===== config.mk =====
export PLATFORM = sky130hd
export DESIGN_NAME = v86_redirect_lookup
export DESIGN_NICKNAME = d
export VERILOG_FILES = /design/src/rtl/v86rl_pkg.sv /design/src/rtl/v86rl_addr_gen.sv /design/src/rtl/v86rl_ctrl.sv /design/src/rtl/v86rl_result.sv /design/src/rtl/v86_redirect_lookup.sv
export SDC_FILE = /design/constraint.sdc
export NUM_CORES = 1
export LEC_CHECK = 0
export ABC_AREA = 1
export BUFFER_PORTS_ARGS = -buffer_cell sky130_fd_sc_hd__buf_2
export CAP_MARGIN = 20
export CELL_PAD_IN_SITES_DETAIL_PLACEMENT = 0
export CELL_PAD_IN_SITES_GLOBAL_PLACEMENT = 1
export CORE_UTILIZATION = 36
export DETAILED_ROUTE_END_ITERATION = 8
export GPL_TIMING_DRIVEN = 0
export HOLD_SLACK_MARGIN = 0.08
export PLACE_DENSITY = 0.9
export SYNTH_ARGS = -nofsm -noshare
export SYNTH_HDL_FRONTEND = slang
export SYNTH_HIERARCHICAL = 1
export SYNTH_SLANG_ARGS = --single-unit

===== constraint.sdc =====
create_clock -name clk -period 4.1 [get_ports clk]
set_clock_uncertainty 0.05 [all_clocks]
set_input_delay 0.82 -clock clk [delete_from_list [all_inputs] [get_ports clk]]
set_output_delay 0.82 -clock clk [all_outputs]
set_load 0.02 [all_outputs]

===== src/rtl/v86rl_pkg.sv =====
package v86rl_pkg;

    localparam int unsigned ADDR_W    = 32;
    localparam int unsigned OFS_W     = 16;
    localparam int unsigned DATA_W    = 8;
    localparam int unsigned VEC_W     = 8;
    localparam int unsigned BIT_SEL_W = 3;
    localparam int unsigned LIM_W     = 16;
    localparam int unsigned AR_W      = 8;

    // Task state segment layout facts the lookup depends on
    localparam logic [ADDR_W-1:0] OFS_FIELD_LO  = ADDR_W'(102);
    localparam logic [ADDR_W-1:0] OFS_FIELD_HI  = ADDR_W'(103);
    localparam logic [ADDR_W-1:0] MIN_TSS_LIMIT = ADDR_W'(103);
    localparam logic [ADDR_W-1:0] MAP_BYTES     = ADDR_W'((1 << VEC_W) >> BIT_SEL_W);

    // Fixed real-mode vector table
    localparam logic [ADDR_W-1:0] RM_BASE  = '0;
    localparam logic [LIM_W-1:0]  RM_LIMIT = LIM_W'(((1 << VEC_W) * 4) - 1);
    localparam logic [AR_W-1:0]   RM_AR    = 8'h92;

    typedef enum logic [1:0] {
        DISP_NONE  = 2'd0,
        DISP_PMODE = 2'd1,
        DISP_REAL  = 2'd2,
        DISP_FAULT = 2'd3
    } disp_e;

    typedef enum logic [2:0] {
        ST_IDLE  = 3'd0,
        ST_RD_LO = 3'd1,
        ST_RD_HI = 3'd2,
        ST_RD_BM = 3'd3,
        ST_DONE  = 3'd4
    } state_e;

    typedef struct packed {
        disp_e             kind;
        logic [ADDR_W-1:0] base;
        logic [LIM_W-1:0]  limit;
        logic [AR_W-1:0]   ar;
    } disp_t;

    // Offset of the map byte relative to the segment base (wraps modulo 2^ADDR_W)
    function automatic logic [ADDR_W-1:0] map_byte_ofs(input logic [OFS_W-1:0] ofs,
                                                       input logic [VEC_W-1:0] vec);
        logic [ADDR_W-1:0] wide_ofs;
        logic [ADDR_W-1:0] byte_idx;
        wide_ofs = ADDR_W'(ofs);
        byte_idx = ADDR_W'(vec >> BIT_SEL_W);
        return wide_ofs - MAP_BYTES + byte_idx;
    endfunction

    function automatic disp_t make_disp(input disp_e kind);
        disp_t d;
        d.kind  = kind;
        d.base  = '0;
        d.limit = '0;
        d.ar    = '0;
        if (kind == DISP_REAL) begin
            d.base  = RM_BASE;
            d.limit = RM_LIMIT;
            d.ar    = RM_AR;
        end
        return d;
    endfunction

endpackage


===== src/rtl/v86rl_addr_gen.sv =====
module v86rl_addr_gen
    import v86rl_pkg::*;
(
    input  state_e              state,
    input  logic [ADDR_W-1:0]   base_q,
    input  logic [ADDR_W-1:0]   limit_q,
    input  logic [VEC_W-1:0]    vec_q,
    input  logic [DATA_W-1:0]   ofs_lo_q,
    input  logic [DATA_W-1:0]   ofs_hi,
    input  logic [ADDR_W-1:0]   map_ofs_q,
    output logic [ADDR_W-1:0]   mem_addr,
    output logic [ADDR_W-1:0]   map_ofs_next,
    output logic                map_over_limit
);

    always_comb begin
        map_ofs_next   = map_byte_ofs({ofs_hi, ofs_lo_q}, vec_q);
        map_over_limit = (map_ofs_next > limit_q);
    end

    always_comb begin
        case (state)
            ST_RD_LO: mem_addr = base_q + OFS_FIELD_LO;
            ST_RD_HI: mem_addr = base_q + OFS_FIELD_HI;
            ST_RD_BM: mem_addr = base_q + map_ofs_q;
            default:  mem_addr = '0;
        endcase
    end

endmodule


===== src/rtl/v86rl_ctrl.sv =====
module v86rl_ctrl
    import v86rl_pkg::*;
(
    input  logic                clk,
    input  logic                rst,
    input  logic                start,
    input  logic                ext_en,
    input  logic [VEC_W-1:0]    vector,
    input  logic [ADDR_W-1:0]   tss_base,
    input  logic [ADDR_W-1:0]   tss_limit,
    input  logic                mem_rdy,
    input  logic [DATA_W-1:0]   mem_rdata,
    input  logic [ADDR_W-1:0]   map_ofs_next,
    input  logic                map_over_limit,
    output state_e              state,
    output logic                mem_req,
    output logic                done,
    output logic [VEC_W-1:0]    vec_q,
    output logic [ADDR_W-1:0]   base_q,
    output logic [ADDR_W-1:0]   limit_q,
    output logic [ADDR_W-1:0]   map_ofs_q,
    output logic [DATA_W-1:0]   ofs_lo_q,
    output logic                decide,
    output disp_e               decide_kind
);

    state_e state_n;
    logic   accept;
    logic   map_bit;

    assign accept  = (state == ST_IDLE) && start;
    assign map_bit = mem_rdata[vec_q[BIT_SEL_W-1:0]];

    always_comb begin
        state_n     = state;
        decide      = 1'b0;
        decide_kind = DISP_NONE;
        case (state)
            ST_IDLE: begin
                if (start) begin
                    if (!ext_en) begin
                        decide      = 1'b1;
                        decide_kind = DISP_PMODE;
                        state_n     = ST_DONE;
                    end else if (tss_limit < MIN_TSS_LIMIT) begin
                        decide      = 1'b1;
                        decide_kind = DISP_FAULT;
                        state_n     = ST_DONE;
                    end else begin
                        state_n     = ST_RD_LO;
                    end
                end
            end
            ST_RD_LO: begin
                if (mem_rdy) state_n = ST_RD_HI;
            end
            ST_RD_HI: begin
                if (mem_rdy) begin
                    if (map_over_limit) begin
                        decide      = 1'b1;
                        decide_kind = DISP_FAULT;
                        state_n     = ST_DONE;
                    end else begin
                        state_n     = ST_RD_BM;
                    end
                end
            end
            ST_RD_BM: begin
                if (mem_rdy) begin
                    decide      = 1'b1;
                    decide_kind = map_bit ? DISP_PMODE : DISP_REAL;
                    state_n     = ST_DONE;
                end
            end
            ST_DONE:  state_n = ST_IDLE;
            default:  state_n = ST_IDLE;
        endcase
    end

    always_ff @(posedge clk) begin
        if (rst) begin
            state     <= ST_IDLE;
            vec_q     <= '0;
            base_q    <= '0;
            limit_q   <= '0;
            map_ofs_q <= '0;
            ofs_lo_q  <= '0;
        end else begin
            state <= state_n;
            if (accept) begin
                vec_q   <= vector;
                base_q  <= tss_base;
                limit_q <= tss_limit;
            end
            if ((state == ST_RD_LO) && mem_rdy) ofs_lo_q <= mem_rdata;
            if ((state == ST_RD_HI) && mem_rdy) map_ofs_q <= map_ofs_next;
        end
    end

    assign mem_req = (state == ST_RD_LO) || (state == ST_RD_HI) || (state == ST_RD_BM);
    assign done    = (state == ST_DONE);

    // completion lasts one cycle
    p_done_pulse_r9: assert property (@(posedge clk) disable iff (rst)
        done |=> !done);

    // a map read is only issued inside the segment limit
    p_map_in_limit_r6: assert property (@(posedge clk) disable iff (rst)
        (state == ST_RD_BM) |-> (map_ofs_q <= limit_q));

    // high offset byte is only fetched after the low byte
    p_lo_before_hi_r4: assert property (@(posedge clk) disable iff (rst)
        (state == ST_RD_HI) |-> ($past(state) == ST_RD_LO || $past(state) == ST_RD_HI));

endmodule


===== src/rtl/v86rl_result.sv =====
module v86rl_result
    import v86rl_pkg::*;
(
    input  logic   clk,
    input  logic   rst,
    input  logic   load,
    input  disp_e  kind_in,
    output disp_t  res_q
);

    always_ff @(posedge clk) begin
        if (rst) begin
            res_q <= make_disp(DISP_NONE);
        end else if (load) begin
            res_q <= make_disp(kind_in);
        end
    end

    // real-mode style result carries the fixed table
    p_real_table_r7: assert property (@(posedge clk) disable iff (rst)
        (res_q.kind == DISP_REAL) |-> (res_q.base == '0 && res_q.limit == 16'h03FF && res_q.ar == 8'h92));

    // every other result carries no table
    p_other_clear_r8: assert property (@(posedge clk) disable iff (rst)
        (res_q.kind != DISP_REAL) |-> (res_q.base == '0 && res_q.limit == '0 && res_q.ar == '0));

endmodule


===== src/rtl/v86_redirect_lookup.sv =====
module v86_redirect_lookup
    import v86rl_pkg::*;
(
    input  logic                clk,
    input  logic                rst,
    input  logic                start,
    input  logic                ext_en,
    input  logic [VEC_W-1:0]    vector,
    input  logic [ADDR_W-1:0]   tss_base,
    input  logic [ADDR_W-1:0]   tss_limit,
    output logic                mem_req,
    output logic [ADDR_W-1:0]   mem_addr,
    input  logic                mem_rdy,
    input  logic [DATA_W-1:0]   mem_rdata,
    output logic                done,
    output logic [1:0]          disp_kind,
    output logic [ADDR_W-1:0]   tbl_base,
    output logic [LIM_W-1:0]    tbl_limit,
    output logic [AR_W-1:0]     tbl_ar
);

    state_e              state;
    logic [VEC_W-1:0]    vec_q;
    logic [ADDR_W-1:0]   base_q;
    logic [ADDR_W-1:0]   limit_q;
    logic [ADDR_W-1:0]   map_ofs_q;
    logic [ADDR_W-1:0]   map_ofs_next;
    logic [DATA_W-1:0]   ofs_lo_q;
    logic                map_over_limit;
    logic                decide;
    disp_e               decide_kind;
    disp_t               res_q;

    v86rl_ctrl u_ctrl (
        .clk            (clk),
        .rst            (rst),
        .start          (start),
        .ext_en         (ext_en),
        .vector         (vector),
        .tss_base       (tss_base),
        .tss_limit      (tss_limit),
        .mem_rdy        (mem_rdy),
        .mem_rdata      (mem_rdata),
        .map_ofs_next   (map_ofs_next),
        .map_over_limit (map_over_limit),
        .state          (state),
        .mem_req        (mem_req),
        .done           (done),
        .vec_q          (vec_q),
        .base_q         (base_q),
        .limit_q        (limit_q),
        .map_ofs_q      (map_ofs_q),
        .ofs_lo_q       (ofs_lo_q),
        .decide         (decide),
        .decide_kind    (decide_kind)
    );

    v86rl_addr_gen u_addr (
        .state          (state),
        .base_q         (base_q),
        .limit_q        (limit_q),
        .vec_q          (vec_q),
        .ofs_lo_q       (ofs_lo_q),
        .ofs_hi         (mem_rdata),
        .map_ofs_q      (map_ofs_q),
        .mem_addr       (mem_addr),
        .map_ofs_next   (map_ofs_next),
        .map_over_limit (map_over_limit)
    );

    v86rl_result u_res (
        .clk     (clk),
        .rst     (rst),
        .load    (decide),
        .kind_in (decide_kind),
        .res_q   (res_q)
    );

    assign disp_kind = res_q.kind;
    assign tbl_base  = res_q.base;
    assign tbl_limit = res_q.limit;
    assign tbl_ar    = res_q.ar;

    // Lookup class noted at acceptance, for the port-level checks below
    logic chk_ext_off;
    logic chk_small_lim;

    always_ff @(posedge clk) begin
        if (rst) begin
            chk_ext_off   <= 1'b0;
            chk_small_lim <= 1'b0;
        end else if ((state == ST_IDLE) && start) begin
            chk_ext_off   <= !ext_en;
            chk_small_lim <= ext_en && (tss_limit < MIN_TSS_LIMIT);
        end
    end

    // a waiting request holds address
    p_req_hold_r4: assert property (@(posedge clk) disable iff (rst)
        (mem_req && !mem_rdy) |=> (mem_req && $stable(mem_addr)));

    // extensions off never touches memory and dispatches through the IDT
    p_ext_off_noreq_r2: assert property (@(posedge clk) disable iff (rst)
        chk_ext_off |-> !mem_req);
    p_ext_off_pmode_r2: assert property (@(posedge clk) disable iff (rst)
        (done && chk_ext_off) |-> (disp_kind == 2'd1));

    // undersized segment faults without a read
    p_small_lim_noreq_r3: assert property (@(posedge clk) disable iff (rst)
        chk_small_lim |-> !mem_req);
    p_small_lim_fault_r3: assert property (@(posedge clk) disable iff (rst)
        (done && chk_small_lim) |-> (disp_kind == 2'd3));

    // result held while idle without a start
    p_idle_hold_r9: assert property (@(posedge clk) disable iff (rst)
        ((state == ST_IDLE) && !start) |=> ($stable(disp_kind) && $stable(tbl_base) && $stable(tbl_limit) && $stable(tbl_ar)));

endmodule


Word-level counts from Yosys, hierarchy flattened

Cells that the tools add are included.

Flip-flop bits (word level): 173
Bits in latches: 0
RAM bits: 0
Memory bits (read-only): 0
Input port bits: 85
Word-level logic and storage cells: 61
Memories kept: 0

Add/subtract/negate cells: 5
Multiply operators: 0
Div/mod/pow operators: 0
Magnitude comparators: 3
Equality and inequality tests: 9
Shift operators: 0
Mux-type cells: 27
Bitwise logic cells: 0
Reduce and logical (&&, ||, !) cells: 7

Operator list:

| operator                                                    | number |
|---|---|
| one-hot mux 32 bit (3 select lines)                         | 1 |
| adder 32 x 7 -> 32 bit, second input constant               | 2 |
| adder 32 bit                                                | 1 |
| adder 32 x 5 -> 32 bit                                      | 1 |
| > comparator 32 bit                                         | 1 |
| less-than comparator 32 x 7 -> 1 bit, second input constant | 1 |
| two-way mux 3 bit                                           | 7 |
| two-way mux 18 bit                                          | 1 |
| subtractor 16 x 6 -> 17 bit, second input constant          | 1 |
| two-way mux 2 bit                                           | 7 |
| one-hot mux 3 bit (4 select lines)                          | 1 |
| != test 2 bit, second input constant                        | 4 |
| two-way mux 1 bit                                           | 7 |
| == test 3 x 2 -> 1 bit, second input constant               | 2 |
| one-hot mux 2 bit (3 select lines)                          | 1 |
| less-than comparator 3 x 4 -> 1 bit, second input constant  | 1 |
| AND reduction 4 bit                                         | 1 |
| binary-select mux 1 bit (select 3 bit)                      | 1 |
| == test 3 x 1 -> 1 bit, second input constant               | 1 |
| == test 3 bit, second input constant                        | 1 |
| logical AND 1 bit                                           | 3 |
| zero test 3 bit                                             | 1 |
| one-hot mux 1 bit (3 select lines)                          | 1 |
| == test 2 bit, second input constant                        | 1 |
| logical OR 1 bit                                            | 2 |

Depth between registers and ports, before layout

Word-level depth: 8
Mapped depth: 26
Gate-level depth less buffers: 26

Modules after synthesis

The synthesis kept the hierarchy.

Modules (own cells, without submodules):

| module         | times used | cells each | area an instance (µm²) | seq. area each (µm²) |
|---|---|---|---|---|
| v86rl_addr_gen | 1          | 1116       | 5589.1                 | 0.0 |
| v86rl_ctrl     | 1          | 585        | 4556.9                 | 2302.2 |
| v86rl_result   | 1          | 70         | 526.8                  | 60.1 |

Worst setup path after synthesis

Ideal clock, no wire load.

Path type: input to register
Start point: input mem_rdata[2]
End point: register u_res/res_q[16] (netlist name)
Data arrival time: 4.095 ns
Slack: -0.111 ns
Stages on the path: 23
Cell sequence: nor2_1 nand2_1 nor2_1 nand3_1 nand2_1 nor2_1 nand3_1 nand2_1 nor2_1 ha_1 a21oi_1 nor2_1 nor3_1 o21ai_0 a21oi_1 a21boi_0 nand2_1 nand2_1 inv_1 nand2_1 inv_2 nand2_1 a21oi_2

RTL lines:

| element                            | line                      | source |
|---|---|---|
| start, declared                    | v86_redirect_lookup.sv:14 | `input logic [DATA_W-1:0] mem_rdata,` |
| subtractor 16 x 6 -> 17 bit        | v86rl_pkg.sv:51           | `return wide_ofs - MAP_BYTES + byte_idx;` |
| adder 32 x 5 -> 32 bit             | v86rl_pkg.sv:51           |  |
| net map_ofs_next[17]               | v86_redirect_lookup.sv:27 | `logic [ADDR_W-1:0] map_ofs_next;` |
| > comparator 32 bit                | v86rl_addr_gen.sv:18      | `map_over_limit = (map_ofs_next > limit_q);` |
| net map_over_limit                 | v86_redirect_lookup.sv:29 | `logic map_over_limit;` |
| two-way mux 1 bit                  | v86rl_ctrl.sv:59          | `if (map_over_limit) begin` |
| two-way mux 1 bit                  | v86rl_ctrl.sv:58          | `if (mem_rdy) begin` |
| one-hot mux 1 bit (3 select lines) | v86rl_ctrl.sv:38          | `case (state)` |
| net decide                         | v86_redirect_lookup.sv:30 | `logic decide;` |

The timed path passes the listed nets, and every way through them passes these cells. The select of a mux whose other input is x is not followed.
A chain may end at the register's enable or synchronous reset.

Worst setup path in the final report

Start point: register u_ctrl.state[2]
End point: output mem_addr[12]

Word-level cells in the longest chain between the ends: 2

Ends and longest elaborated chain:

| element                                                          | line                      | source |
|---|---|---|
| start, declared                                                  | v86rl_ctrl.sv:15          | `output state_e state,` |
| start signal, assigned                                           | v86rl_ctrl.sv:89          | `state <= state_n;` |
| == test 3 x 2 -> 1 bit or == test 3 x 1 -> 1 bit (tied branches) | v86rl_addr_gen.sv:22      | `case (state)` |
| one-hot mux 32 bit (3 select lines) *                            | v86rl_addr_gen.sv:22      |  |
| end, declared                                                    | v86_redirect_lookup.sv:12 | `output logic [ADDR_W-1:0] mem_addr,` |

Every way passes the cells marked *; elsewhere a longest branch is shown, timed or not.

==> results.ini <==
[cts]
path_clk_slew_ns = 0.06
cts_root_buf = clkbuf_16
clock-sinks = 118
holdBufCountCts = 0
worstSkewPairLatency_ns = 0.42
cts_max_level = 4
cts_tree = yes
numCtsBuffers = 17
clockBufferDepth = 2

[setup_path]
cp_slowest_stage_delay_ns = 0.38
setup.worst_path.start_class = flop
worst_setup_path_end_kind = primary output
critical_path_peak_fanout = 10
cpMostUsedCell = inv_2
crit_slowest_cell = dfxtp_4
worstPathCellList = inv_2, nand2_4, nor2_4, inv_2, buf_4, nor2_1, ha_1, nand2_1, inv_1, a21oi_1, nand3_4, xnor2_1, o22ai_1, buf_2
startpoint = u_ctrl/state[2]
cp_top_family = simple AND/OR/NAND/NOR gates
cp_num_buf_inv = 5
crit_arrival_ns = 3.10
crit_type = flop to primary output
reg2reg_from = u_ctrl/ofs_lo_q[5]
cp.required_ns = 3.23

[global_routing]
grt_antenna_before_repair = 1
grt_max_degree = 17
track_usage_pct = 22.66
grt_pass1_vias = 10510
gr-total-overflow = 0
grt_pass1_wl_um = 54180

[cells_and_area]
nNetsFinal = 2131
fillerInstances = 3089
regArea_um2 = 2371
drive_gt1_share_pct = 19.59
multi_input_area_um2 = 6864
stdcell_count = 2370
syn2layout_area_growth_pct = 21.21
antenna_cells = 0
fin_util_pct = 44.71

[floorplanning]
fp.dieW_um = 174.2
initial_core_util_pct = 36.88
std_cell_rows = 62
core-area_um2 = 28940
design.die.area_um2 = 30340
io_pins = 177
die_y_um = 174.2

[status]
status = finished clean

[power_and_ir_drop]
cellPowerDensity_nw_per_um2 = 452.1
leakage_nw = 6.603
irDropWorstVdd_v = 0.0002683

[timing]
hold_violations = 0
period_minus_slack_ns = 3.970
setup_slack_ns = 0.1304
fmax_ghz = 0.2519
setup_viol = 0
rsz0062_at_grt = false
maxSlewViolCount = 0
period_share_pct = 96.82
whs_ns = 0.4102
fin_tns_setup_ns = 0
worst_pin_slew_ns = 0.7749
relSlewSlack_pct = 48.34

[min_path]
hold_path_startpoint = u_ctrl/limit_q[19]
hold_class = flop to flop

[synth]
synth_top_area_cell = dfxtp_1
async_reset_ff_share_pct = 0
syn_area_um2 = 10670
synthMostInstantiatedCell = nand2_1
synth_seq_area_share_pct = 22.13
synth.distinct_cells = 50
synthCells = 1771
synth_area_leaders = dfxtp_1 22%, nand2_1 16%, inv_1 9.3%
synth_top_cell_area_share_pct = 22.13
yosys_warnings = 6
syn_avg_cell_area_um2 = 6.026
synth_common_cells = 461 x nand2_1, 264 x inv_1, 215 x nor2_1, 160 x nand3_1, 121 x a21oi_1
synth_ff_type = dfxtp_1
synth_edf_count = 0
synth-seq-cells = 118

[placed_design]
port_buffers = 132
hpwl_um = 28450
dp_slack_ns = -0.4824
place.gp.congestion = 0.9324
dp.cells = 2330

[route]
wl_um = 34740
vias_per_cell = 4.820
drc = 0
drtPass1Iterations = 5
antenna_left = 0
vias = 11420
drt_first_iter_violations = 660
wl_per_cell_um = 14.66

[flow_run]
max_cap_violations = 0

==> tightest hold or removal path, cell delays in order, from the launching register on <==
cell and delay, ns:
dfxtp_1 0.31, nand2_1 0.06, a21oi_1 0.05
==> what timing repair did <==
item / in CTS / in global routing
buffers inserted: 3 / 5
pin swaps: 5 / 11
endpoints found under the setup margin: 33 / 29
gates resized for setup: 32 / 62
==> sequential cells by signal (all words and copies together) (netlist names) <==
signal,count
u_ctrl/state,3
u_res/res_q,3
u_ctrl/map_ofs_q,32
u_ctrl/limit_q,32
u_ctrl/ofs_lo_q,8
u_ctrl/base_q,32
u_ctrl/vec_q,8
==> through the flow <==
stage | instance area [µm²] | total power [mW]
CTS | 12720 | 5.780
detailed placement | 11990 | 4.180
global route | 12940 | 6.251
floorplan | 10830 | 3.424
finish | 12940 | 5.848
global placement | 11970 | 4.129
==> cell type report <==
| type | instances | area share, % |
|---|---|---|
| sequential | 118 | 18.33 |
| tap | 384 | 3.714 |
| multi-input combinational | 1305 | 53.06 |
| timing repair buffer | 141 | 5.842 |
| buffer | 119 | 6.509 |
| inverter | 271 | 7.863 |
| clock inverter | 14 | 1.364 |
| clock buffer | 18 | 3.318 |
==> report_power, final <==
part / switching (mW) / internal [mW]
clock network: 0.573 / 0.960
logic: 1.71 / 0.975
registers: 0.244 / 1.38
total: 2.53 / 3.32
==> layer usage <==
metal	track usage, %	vias to the layer above	part of all wire (%)
li1	-	5902	-
met1	29.10	5216	46
met2	39.09	261	48
met3	2.997	43	3.9
met4	7.018	2	2.2
met5	0	-	0.037
==> worst paths after layout <==
kind / endpoint / slack (ns) / cells after the start
worst max-delay path: mem_addr[12] / 0.13 / 14
worst min register to register: u_ctrl/limit_q[19] / 0.41 / 2
worst max register to register: u_res/res_q[57] / 0.45 / 23
worst min-delay path: u_ctrl/limit_q[19] / 0.41 / 2
==> placed cells by master, fill, tap and decap left out, types with 4 or more instances in the layout <==
| cell | instances |
|---|---|
| nand2_1 | 445 |
| inv_1 | 261 |
| nor2_1 | 199 |
| nand3_1 | 156 |
| buf_2 | 128 |
| a21oi_1 | 117 |
| dfxtp_1 | 115 |
| buf_4 | 92 |
| o21ai_0 | 65 |
| ha_1 | 64 |
| conb_1 | 43 |
| clkbuf_1 | 24 |
| nand4_1 | 23 |
| nor2_2 | 22 |
| nand2_2 | 20 |
| clkbuf_16 | 17 |
| nor3_1 | 16 |
| xor2_1 | 15 |
| nand3_2 | 13 |
| nor2_4 | 11 |
| buf_6 | 11 |
| inv_2 | 10 |
| o21ai_1 | 9 |
| xnor2_1 | 8 |
| a21oi_2 | 7 |
| o22ai_1 | 7 |
| or2_2 | 6 |
| nand3b_1 | 6 |
| clkinvlp_4 | 5 |
| nor3_2 | 5 |
| a21o_1 | 5 |
| xor2_2 | 4 |
| o21bai_1 | 4 |
| ha_2 | 4 |
==> logic make-up (layout without fill, tap and decap cells) <==
logic type	count (synthesis)	count (layout)	share of synthesized area [%]
compound gates	225	225	11.17
fa+ha+maj	73	73	8.699
xor+xnor	28	28	2.579
simple gates	936	936	38.10
flops	118	118	22.13
other cells	1	43	0.03514
buf+inv	390	563	17.28
(Power assumes the default switching activity.)
